===== config.mk =====
export PLATFORM = sky130hd
export DESIGN_NAME = pp_dma_chan
export DESIGN_NICKNAME = d
export VERILOG_FILES = /design/src/rtl/pp_dma_pkg.sv /design/src/rtl/pp_dma_desc.sv /design/src/rtl/pp_dma_beat.sv /design/src/rtl/pp_dma_csr.sv /design/src/rtl/pp_dma_chan.sv
export SDC_FILE = /design/constraint.sdc
export NUM_CORES = 1
export LEC_CHECK = 0
export ABC_CLOCK_PERIOD_IN_PS = 2800
export CAP_MARGIN = 20
export CELL_PAD_IN_SITES_DETAIL_PLACEMENT = 1
export CELL_PAD_IN_SITES_GLOBAL_PLACEMENT = 2
export CORE_ASPECT_RATIO = 1.1
export CORE_UTILIZATION = 25
export CTS_CLUSTER_SIZE = 30
export DETAILED_ROUTE_END_ITERATION = 16
export DONT_BUFFER_PORTS = 1
export HOLD_SLACK_MARGIN = 0.02
export PLACE_DENSITY = 0.67
export SLEW_MARGIN = 0
export SYNTH_ARGS = -nofsm -noshare
export SYNTH_HDL_FRONTEND = slang
export SYNTH_SLANG_ARGS = --single-unit

===== constraint.sdc =====
create_clock -name clk -period 2.8 [get_ports clk]
set_input_delay 0.28 -clock clk [delete_from_list [all_inputs] [get_ports clk]]
set_output_delay 0.28 -clock clk [all_outputs]
set_load 0.005 [all_outputs]

===== src/rtl/pp_dma_pkg.sv =====
`timescale 1ns/1ps
package pp_dma_pkg;

  localparam int ST_W = 8;

  // status word bit positions
  localparam int ST_GO   = 0;
  localparam int ST_IE   = 1;
  localparam int ST_ARM0 = 2;
  localparam int ST_ARM1 = 3;
  localparam int ST_FIN0 = 4;
  localparam int ST_FIN1 = 5;
  localparam int ST_SEL  = 6;
  localparam int ST_FLT  = 7;

  // register word offsets
  localparam logic [2:0] RA_STAT = 3'd0;
  localparam logic [2:0] RA_SET  = 3'd1;
  localparam logic [2:0] RA_CLR  = 3'd2;
  localparam logic [2:0] RA_DEV  = 3'd3;
  localparam logic [2:0] RA_AADR = 3'd4;
  localparam logic [2:0] RA_ACNT = 3'd5;
  localparam logic [2:0] RA_BADR = 3'd6;
  localparam logic [2:0] RA_BCNT = 3'd7;

endpackage


===== src/rtl/pp_dma_desc.sv =====
`timescale 1ns/1ps
module pp_dma_desc #(
  parameter int DATA_W = 32,
  parameter int ADDR_W = 32,
  parameter int CNT_W  = 13,
  parameter int STEP   = 4
) (
  input  logic                   clk,
  input  logic                   rst_n,
  input  logic [1:0]             addr_we,
  input  logic [1:0]             cnt_we,
  input  logic [DATA_W-1:0]      wdata,
  input  logic                   adv,
  input  logic                   sel,
  output logic [1:0][ADDR_W-1:0] addr_q,
  output logic [1:0][CNT_W-1:0]  cnt_q
);

  localparam logic [ADDR_W-1:0] ASTEP = ADDR_W'(STEP);
  localparam logic [CNT_W-1:0]  CSTEP = CNT_W'(STEP);

  function automatic logic [ADDR_W-1:0] step_addr(input logic [ADDR_W-1:0] a);
    return a + ASTEP;
  endfunction

  function automatic logic [CNT_W-1:0] step_cnt(input logic [CNT_W-1:0] c);
    return (c <= CSTEP) ? '0 : c - CSTEP;
  endfunction

  for (genvar i = 0; i < 2; i++) begin : g_slot
    logic mine;
    assign mine = adv && (sel == 1'(i));

    always_ff @(posedge clk) begin
      if (!rst_n) begin
        addr_q[i] <= '0;
        cnt_q[i]  <= '0;
      end else begin
        if (addr_we[i])
          addr_q[i] <= wdata[ADDR_W-1:0];
        else if (mine)
          addr_q[i] <= step_addr(addr_q[i]);
        if (cnt_we[i])
          cnt_q[i] <= wdata[CNT_W-1:0];
        else if (mine)
          cnt_q[i] <= step_cnt(cnt_q[i]);
      end
    end
  end

endmodule


===== src/rtl/pp_dma_beat.sv =====
`timescale 1ns/1ps
module pp_dma_beat #(
  parameter int CNT_W = 13,
  parameter int STEP  = 4
) (
  input  logic             clk,
  input  logic             rst_n,
  input  logic             go,
  input  logic             arm_act,
  input  logic             dreq,
  input  logic [CNT_W-1:0] cnt_act,
  output logic             beat,
  output logic             finish,
  output logic             dack
);

  localparam logic [CNT_W-1:0] CSTEP = CNT_W'(STEP);

  function automatic logic last_chunk(input logic [CNT_W-1:0] c);
    return (c != '0) && (c <= CSTEP);
  endfunction

  logic live;
  assign live   = go && arm_act;
  assign beat   = live && dreq && (cnt_act != '0);
  assign finish = live && ((cnt_act == '0) || (beat && last_chunk(cnt_act)));

  always_ff @(posedge clk) begin
    if (!rst_n) dack <= 1'b0;
    else        dack <= beat;
  end

endmodule


===== src/rtl/pp_dma_csr.sv =====
`timescale 1ns/1ps
module pp_dma_csr
  import pp_dma_pkg::*;
(
  input  logic            clk,
  input  logic            rst_n,
  input  logic            set_we,
  input  logic            clr_we,
  input  logic [ST_W-1:0] wbits,
  input  logic            finish,
  input  logic            fault,
  output logic [ST_W-1:0] status
);

  localparam logic [ST_W-1:0] SW_MASK = ~(ST_W'(1) << ST_SEL);

  function automatic logic hop(input logic [1:0] arm, input logic sel, input logic fin);
    if (fin) return arm[~sel];
    return !arm[sel] && arm[~sel];
  endfunction

  logic [ST_W-1:0] st_q, nxt;
  logic            cur_sel;
  logic [1:0]      arm;

  assign cur_sel = st_q[ST_SEL];
  assign arm     = {st_q[ST_ARM1], st_q[ST_ARM0]};

  always_comb begin
    nxt = st_q;
    if (set_we) nxt = nxt | (wbits & SW_MASK);
    if (clr_we) nxt = nxt & ~(wbits & SW_MASK);
    if (finish) begin
      if (cur_sel) begin
        nxt[ST_ARM1] = 1'b0;
        nxt[ST_FIN1] = 1'b1;
      end else begin
        nxt[ST_ARM0] = 1'b0;
        nxt[ST_FIN0] = 1'b1;
      end
    end
    nxt[ST_SEL] = cur_sel ^ hop(arm, cur_sel, finish);
    if (fault) nxt[ST_FLT] = 1'b1;
  end

  always_ff @(posedge clk) begin
    if (!rst_n) st_q <= '0;
    else        st_q <= nxt;
  end

  assign status = st_q;

endmodule


===== src/rtl/pp_dma_chan.sv =====
`timescale 1ns/1ps
module pp_dma_chan
  import pp_dma_pkg::*;
#(
  parameter int DATA_W = 32,
  parameter int ADDR_W = 32,
  parameter int CNT_W  = 13,
  parameter int STEP   = 4
) (
  input  logic              clk,
  input  logic              rst_n,
  input  logic              reg_we,
  input  logic [2:0]        reg_addr,
  input  logic [DATA_W-1:0] reg_wdata,
  output logic [DATA_W-1:0] reg_rdata,
  input  logic              dreq,
  output logic              dack,
  output logic              mem_en,
  output logic [ADDR_W-1:0] mem_addr,
  output logic [DATA_W-1:0] mem_dev,
  input  logic              mem_err,
  output logic              irq
);

  logic [ST_W-1:0]        status_w;
  logic                   set_we, clr_we;
  logic [1:0]             addr_we, cnt_we;
  logic [1:0][ADDR_W-1:0] addr_q;
  logic [1:0][CNT_W-1:0]  cnt_q;
  logic                   sel_w, arm_act, beat_w, finish_w, fault_w;
  logic [DATA_W-1:0]      dev_q;

  assign set_we  = reg_we && (reg_addr == RA_SET);
  assign clr_we  = reg_we && (reg_addr == RA_CLR);
  assign addr_we = {reg_we && (reg_addr == RA_BADR), reg_we && (reg_addr == RA_AADR)};
  assign cnt_we  = {reg_we && (reg_addr == RA_BCNT), reg_we && (reg_addr == RA_ACNT)};

  always_ff @(posedge clk) begin
    if (!rst_n)                             dev_q <= '0;
    else if (reg_we && reg_addr == RA_DEV)  dev_q <= reg_wdata;
  end

  assign sel_w   = status_w[ST_SEL];
  assign arm_act = sel_w ? status_w[ST_ARM1] : status_w[ST_ARM0];
  assign fault_w = beat_w && mem_err;

  pp_dma_csr csr_i (
    .clk    (clk),
    .rst_n  (rst_n),
    .set_we (set_we),
    .clr_we (clr_we),
    .wbits  (reg_wdata[ST_W-1:0]),
    .finish (finish_w),
    .fault  (fault_w),
    .status (status_w)
  );

  pp_dma_desc #(.DATA_W(DATA_W), .ADDR_W(ADDR_W), .CNT_W(CNT_W), .STEP(STEP)) desc_i (
    .clk     (clk),
    .rst_n   (rst_n),
    .addr_we (addr_we),
    .cnt_we  (cnt_we),
    .wdata   (reg_wdata),
    .adv     (beat_w),
    .sel     (sel_w),
    .addr_q  (addr_q),
    .cnt_q   (cnt_q)
  );

  pp_dma_beat #(.CNT_W(CNT_W), .STEP(STEP)) beat_i (
    .clk     (clk),
    .rst_n   (rst_n),
    .go      (status_w[ST_GO]),
    .arm_act (arm_act),
    .dreq    (dreq),
    .cnt_act (cnt_q[sel_w]),
    .beat    (beat_w),
    .finish  (finish_w),
    .dack    (dack)
  );

  assign mem_en   = beat_w;
  assign mem_addr = addr_q[sel_w];
  assign mem_dev  = dev_q;
  assign irq      = status_w[ST_IE] && (status_w[ST_FIN0] || status_w[ST_FIN1]);

  always_comb begin
    case (reg_addr)
      RA_STAT: reg_rdata = DATA_W'(status_w);
      RA_DEV:  reg_rdata = dev_q;
      RA_AADR: reg_rdata = DATA_W'(addr_q[0]);
      RA_ACNT: reg_rdata = DATA_W'(cnt_q[0]);
      RA_BADR: reg_rdata = DATA_W'(addr_q[1]);
      RA_BCNT: reg_rdata = DATA_W'(cnt_q[1]);
      default: reg_rdata = '0;
    endcase
  end

endmodule


== Yosys cells after proc, flatten, opt, wreduce, memory -nomap -nowiden ==
Index checks and enable logic that the tools add are counted.
Storage, ports and cells
  bits in registers: 131
  bits of input ports: 40
  output and inout bits: 99
  logic and storage cells: 86
Cells by class
  $add $sub $neg: 4
  order comparisons: 5
  equal/unequal tests: 7
  muxes and demuxes: 30
  bitwise logic cells: 5
  reduce and logical (&&, ||, !) cells: 28
Operator list (count)
  32-bit two-way mux: 6
  32-bit case mux with 6 select lines: 1
  13-bit two-way mux: 8
  32-bit by 3-bit adder with 32-bit output, second input constant: 2
  13-bit by 3-bit <= comparator with 1-bit output, second input constant: 3
  13-bit by 3-bit subtractor with 13-bit output, second input constant: 2
  1-bit logical AND: 18
  8-bit two-way mux: 2
  13-bit logical NOT: 1
  13-bit nonzero test: 1
  3-bit equality test, second input constant: 4
  1-bit two-way mux: 12
  8-bit AND: 1
  8-bit inverter: 1
  8-bit OR: 1
  2-bit nonzero test: 4
  3-bit by 2-bit equality test with 1-bit output, second input constant: 2
  1-bit by 2-bit < comparator with 1-bit output, second input constant: 2
  4-bit two-way mux: 1
  3-bit by 1-bit equality test with 1-bit output, second input constant: 1
  3-bit logical NOT: 1
  1-bit logical OR: 2
  1-bit logical NOT: 1
  1-bit inverter: 1
  1-bit bitwise XOR: 1

== Longest topological paths before layout ==
  depth in word-level cells: 10
  mapped depth: 9
  gate-level depth less buffers: 8

== Modules after synthesis ==
From an unflattened synthesis, not the netlist that was laid out.
Unflattened totals
  cells, all modules: 1051
  area total of the unflattened synthesis: 8554.5 µm²
By module, submodules not included
  pp_dma_desc: times used 1, cells each 657, area each 5246.3 µm², seq. area each 1801.7 µm²
  pp_dma_chan: times used 1, cells each 346, area each 2851.5 µm², seq. area each 640.6 µm²
  pp_dma_csr: times used 1, cells each 33, area each 321.6 µm², seq. area each 160.2 µm²
  pp_dma_beat: times used 1, cells each 15, area each 135.1 µm², seq. area each 20.0 µm²

== Least setup slack after synthesis ==
Ideal clock, no wire load.
  kind: reg2reg
  from: register desc_i.cnt_q[8] in the netlist's numbering
  to: register desc_i.addr_q[56] in the netlist's numbering
  library setup time: 0.133 ns
  arrival time: 2.158 ns
  required time: 2.667 ns
  setup slack: 0.509 ns
  stages on the path, launching flop included: 9
  path buffers: 2
  period minus slack after synthesis: 2.291 ns
  cells stage by stage: dfxtp_1 > buf_2 > or4_4 > or3_4 > a211oi_4 > buf_4 > nand4b_1 > xor2_1 > a21oi_1
Between the ends
  cells in the longest elaborated chain, start to end: 6
RTL lines
  from (decl): line pp_dma_desc.sv:16  | output logic [1:0][CNT_W-1:0] cnt_q
  from (signal, indexed assignment): line pp_dma_desc.sv:44  | cnt_q[i] <= wdata[CNT_W-1:0];
  from (signal, indexed assignment): line pp_dma_desc.sv:46  | cnt_q[i] <= step_cnt(cnt_q[i]);
  13-bit two-way mux (not written as such) (2 in series): line pp_dma_chan.sv:76  | .cnt_act (cnt_q[sel_w]),
  13-bit nonzero test: line pp_dma_beat.sv:25  | assign beat = live && dreq && (cnt_act != '0);
  1-bit logical AND: line pp_dma_beat.sv:25
  1-bit logical AND: line pp_dma_desc.sv:32  | assign mine = adv && (sel == 1'(i));
  2-bit nonzero test (no source line)
  to (signal, indexed assignment): line pp_dma_desc.sv:40  | addr_q[i] <= wdata[ADDR_W-1:0];
  to (signal, indexed assignment): line pp_dma_desc.sv:42  | addr_q[i] <= step_addr(addr_q[i]);
  to (decl): line pp_dma_desc.sv:15  | output logic [1:0][ADDR_W-1:0] addr_q,
Every way passes these cells. The select of a mux whose other input is x is not followed.
A chain may end at the register's enable or synchronous reset.

== Final worst setup path ==
  from: register desc_i.cnt_q[8] in the netlist's numbering
  to: output port mem_en
Between the ends
  cells in the longest elaborated chain, start to end: 4
RTL lines
  13-bit two-way mux (not written as such) (2 in series): line pp_dma_chan.sv:76
  13-bit nonzero test: line pp_dma_beat.sv:25
  1-bit logical AND: line pp_dma_beat.sv:25
  to (decl): line pp_dma_chan.sv:18  | output logic mem_en,
Every way passes these cells. The select of a mux whose other input is x is not followed.

==> reports/qor.yml <==
synthesis:
  yosys_most_used_dff: "dfxtp_1"
  synth_warnings: 0
  synth-edff-count: 0
  avgSynthCellArea_sq_um: 7.78
  yosysTopAreaCell: "dfxtp_1"
  ys_async_sr_fraction_pct: 0
  synth_top_cell_area_share_pct: 33.1
  ys_ff_latch: 131
  syn_nets: 1065
  yosysSeqAreaShare_pct: 33.1
  syn-cell-area_sq_mm: 0.00793
  synthesis.instances: 1019
  yosysUniqueCellTypes: 67
  synthTopCellsByArea: "dfxtp_1, a21oi_1, nand2_1"
global_route:
  grt_use_total_pct: 21.1
  overflow: 0
  grt_pass1_wl_um: 50600
  grt_max_degree: 60
  antenna_found_initial: 1
  grt_pass1_vias: 8083
placed_design:
  post-place-cells: 1402
  placed_area_sq_mm: 0.00850
  hpwl_um: 23400
  gp_congestion: 0.857
  port_buffers: 0
final_layout:
  final_nets: 1084
  fin_area_sq_mm: 0.00952
  diodes: 0
  fin_cells: 1471
  area_growth_pct: 20.2
  drive_gt1_share_pct: 12.5
  final_cell_mix: "nand2_1, dfxtp_1, a21oi_1"
  final_common_cell: "nand2_1"
worst_setup_path:
  cp_slowest_cell: "or4_4"
  slowest_delay_ns: 0.59
  critPathTopFamily: "simple AND/OR/NAND/NOR gates"
  cp-end-kind: "output port"
  rr_endpoint: "desc_i.cnt_q[23]$_SDFFE_PN0P_"
  crit_cells: 5
  reg2reg_depth: 7
  cp-start-kind: "register"
  regToRegStartpoint: "desc_i.cnt_q[8]$_SDFFE_PN0P_"
  critPathRequiredTime_ns: 2.52
  cp_cell_sequence: "or4_4, or3_4, a211oi_4, nor2_1, buf_4"
  worstPathMaxFanout: 9
  critPathArrivalTime_ns: 2.37
  rrSetupSlack_ns: 0.27
  crit_type: "reg -> out"
  cp_num_buf_inv: 1
pwr:
  power_leakage_nw: 3.16
  powerDensity_mw_per_mm2: 525
  vdd_ir_drop_max_mv: 0.486
timing:
  clock_skew_ns: 0.0101
  max_slew_margin_pct: 42.9
  fmax_mhz: 377
  final.period_utilization_pct: 94.7
  setup_tns_ns: 0
  period_minus_slack_ns: 2.65
  setup_viol: 0
  rsz0062_at_grt: "no"
  finalHoldViolCount: 0
  worst_pin_slew_ns: 0.853
  drv_slew: 0
hold_path:
  worstHoldPathType: "in -> reg"
  holdPathEnd: "desc_i.addr_q[60]$_SDFFE_PN0P_"
  holdPathStages: 2
  hold_start: "rst_n"
cts:
  clock_latency_ns: 0.44
  cts_tree: "done"
  cts_inserted_buffers: 17
  htreeDepth: 4
  clockRootBuffer: "clkbuf_16"
  path_clk_slew_ns: 0.07
  numClockSinks: 131
  cts_buffer_depth: 2
flow_run:
  cap_violations: 0
outcome:
  status: "finished, final reports clean"
die:
  ios: 139
  die_w_um: 172
  dieArea_sq_mm: 0.0324
  fp-row-count: 68
  die_y_um: 189
  start_util_pct: 25.3
  coreArea_sq_mm: 0.0313
drt:
  via_per_inst: 5.36
  wl_um: 33900
  drcViolationCount: 0
  wl_per_cell_um: 23.0
  drtAntennaViolNets: 0
  num_vias: 7891
  first_iter_violations: 505
  dr.pass1.iters: 4
==> worst register-to-register path: cells and delay by family, from the launching register on <==
family                 cells  cell delay (ns)
AO/OA/AOI/OAI              3             0.62
buffers and inverters      1             0.19
flip-flops                 1             0.40
AND/OR/NAND/NOR            3             1.24
==> where the power goes <==
| group | leakage, nW | total, mW | internal (mW) | switching (mW) |
|---|---|---|---|---|
| registers | 1.06 | 1.99 | 1.92 | 0.0741 |
| clock network | 0.303 | 2.48 | 1.54 | 0.944 |
| logic | 1.79 | 0.527 | 0.220 | 0.307 |
| total | 3.16 | 5.00 | 3.68 | 1.32 |
==> sequential cells by signal, indices dropped and copies added, names as in the netlist, named ones only <==
signal and cells:
desc_i.addr_q 64, beat_i.dack 1, mem_dev 32, desc_i.cnt_q 26
csr_i.status 6
==> cell families after synthesis <==
kind of cell,count (synthesis),synth area share (%)
buffers and inverters,90,4.47
multiplexers,68,10.5
AND/OR/NAND/NOR,365,22.6
flip-flops,131,33.1
AO/OA/AOI/OAI,302,22.1
XOR/XNOR,55,6.08
adder cells (fa/ha/maj),8,1.20
==> repair_timing <==
action	in CTS	in global routing
resized for setup	0	0
buffers inserted	1	0
hold buffers	36	0
hold endpoints to repair	112	0
endpoints found under the setup margin	1	0
==> cell usage after synthesis (7+ instances only) <==
| cell type | count |
|---|---|
| nand2_1 | 157 |
| dfxtp_1 | 131 |
| a21oi_1 | 119 |
| o21ai_0 | 108 |
| clkbuf_1 | 62 |
| nor2_1 | 41 |
| xnor2_1 | 41 |
| nand3_1 | 33 |
| mux2_2 | 30 |
| mux2i_1 | 29 |
| nor4_1 | 27 |
| nor3_1 | 22 |
| and3_1 | 14 |
| nand4_1 | 14 |
| xor2_1 | 14 |
| a31oi_1 | 12 |
| a22oi_1 | 11 |
| inv_1 | 11 |
| mux4_2 | 9 |
| and2_1 | 8 |
| buf_1 | 8 |
| a22o_1 | 7 |
| buf_2 | 7 |
| nand4b_1 | 7 |
| o21a_1 | 7 |
==> stage by stage <==
stage	total power, mW	util (%)	hold WS, ns	setup slack, ns
3_5_place_dp	2.48	27.2	0.383	0.293
6_report	5.00	30.4	0.0392	0.150
2_1_floorplan	2.35	-	0.377	0.509
3_3_place_gp	2.47	27.2	0.381	0.306
4_1_cts	5.05	30.4	0.0259	0.144
5_1_grt	5.18	30.4	0.0289	0.0815
==> worst max-delay path by stage <==
stage                                   startpoint                              to  slack (ns)
floorplan             desc_i.cnt_q[8]$_SDFFE_PN0P_  desc_i.addr_q[56]$_SDFFE_PN0P_        0.51
CTS                   desc_i.cnt_q[8]$_SDFFE_PN0P_                          mem_en        0.14
finish                desc_i.cnt_q[8]$_SDFFE_PN0P_                          mem_en        0.15
global route          desc_i.cnt_q[8]$_SDFFE_PN0P_                          mem_en        0.08
detailed placement    desc_i.cnt_q[8]$_SDFFE_PN0P_  desc_i.addr_q[56]$_SDFFE_PN0P_        0.29
global placement    desc_i.addr_q[38]$_SDFFE_PN0P_  desc_i.addr_q[63]$_SDFFE_PN0P_        0.31
==> layer usage <==
layer | track usage [%] | up-vias | part of all wire [%]
met5 | 0 | - | 0
met4 | 8.10 | 0 | 2.5
met3 | 5.25 | 49 | 5.7
met2 | 36.7 | 193 | 50
met1 | 24.6 | 3906 | 42
li1 | - | 3743 | -
==> final cells by class <==
type / instances / area [sq um]
Sequential cell: 131 / 2620
Clock inverter: 12 / 179
Timing Repair Buffer: 79 / 738
Inverter: 11 / 41.3
Fill cell: 3761 / 21800
Clock buffer: 20 / 457
Tap cell: 420 / 526
Multi-Input combinational cell: 798 / 4960
(Power assumes the default switching activity.)
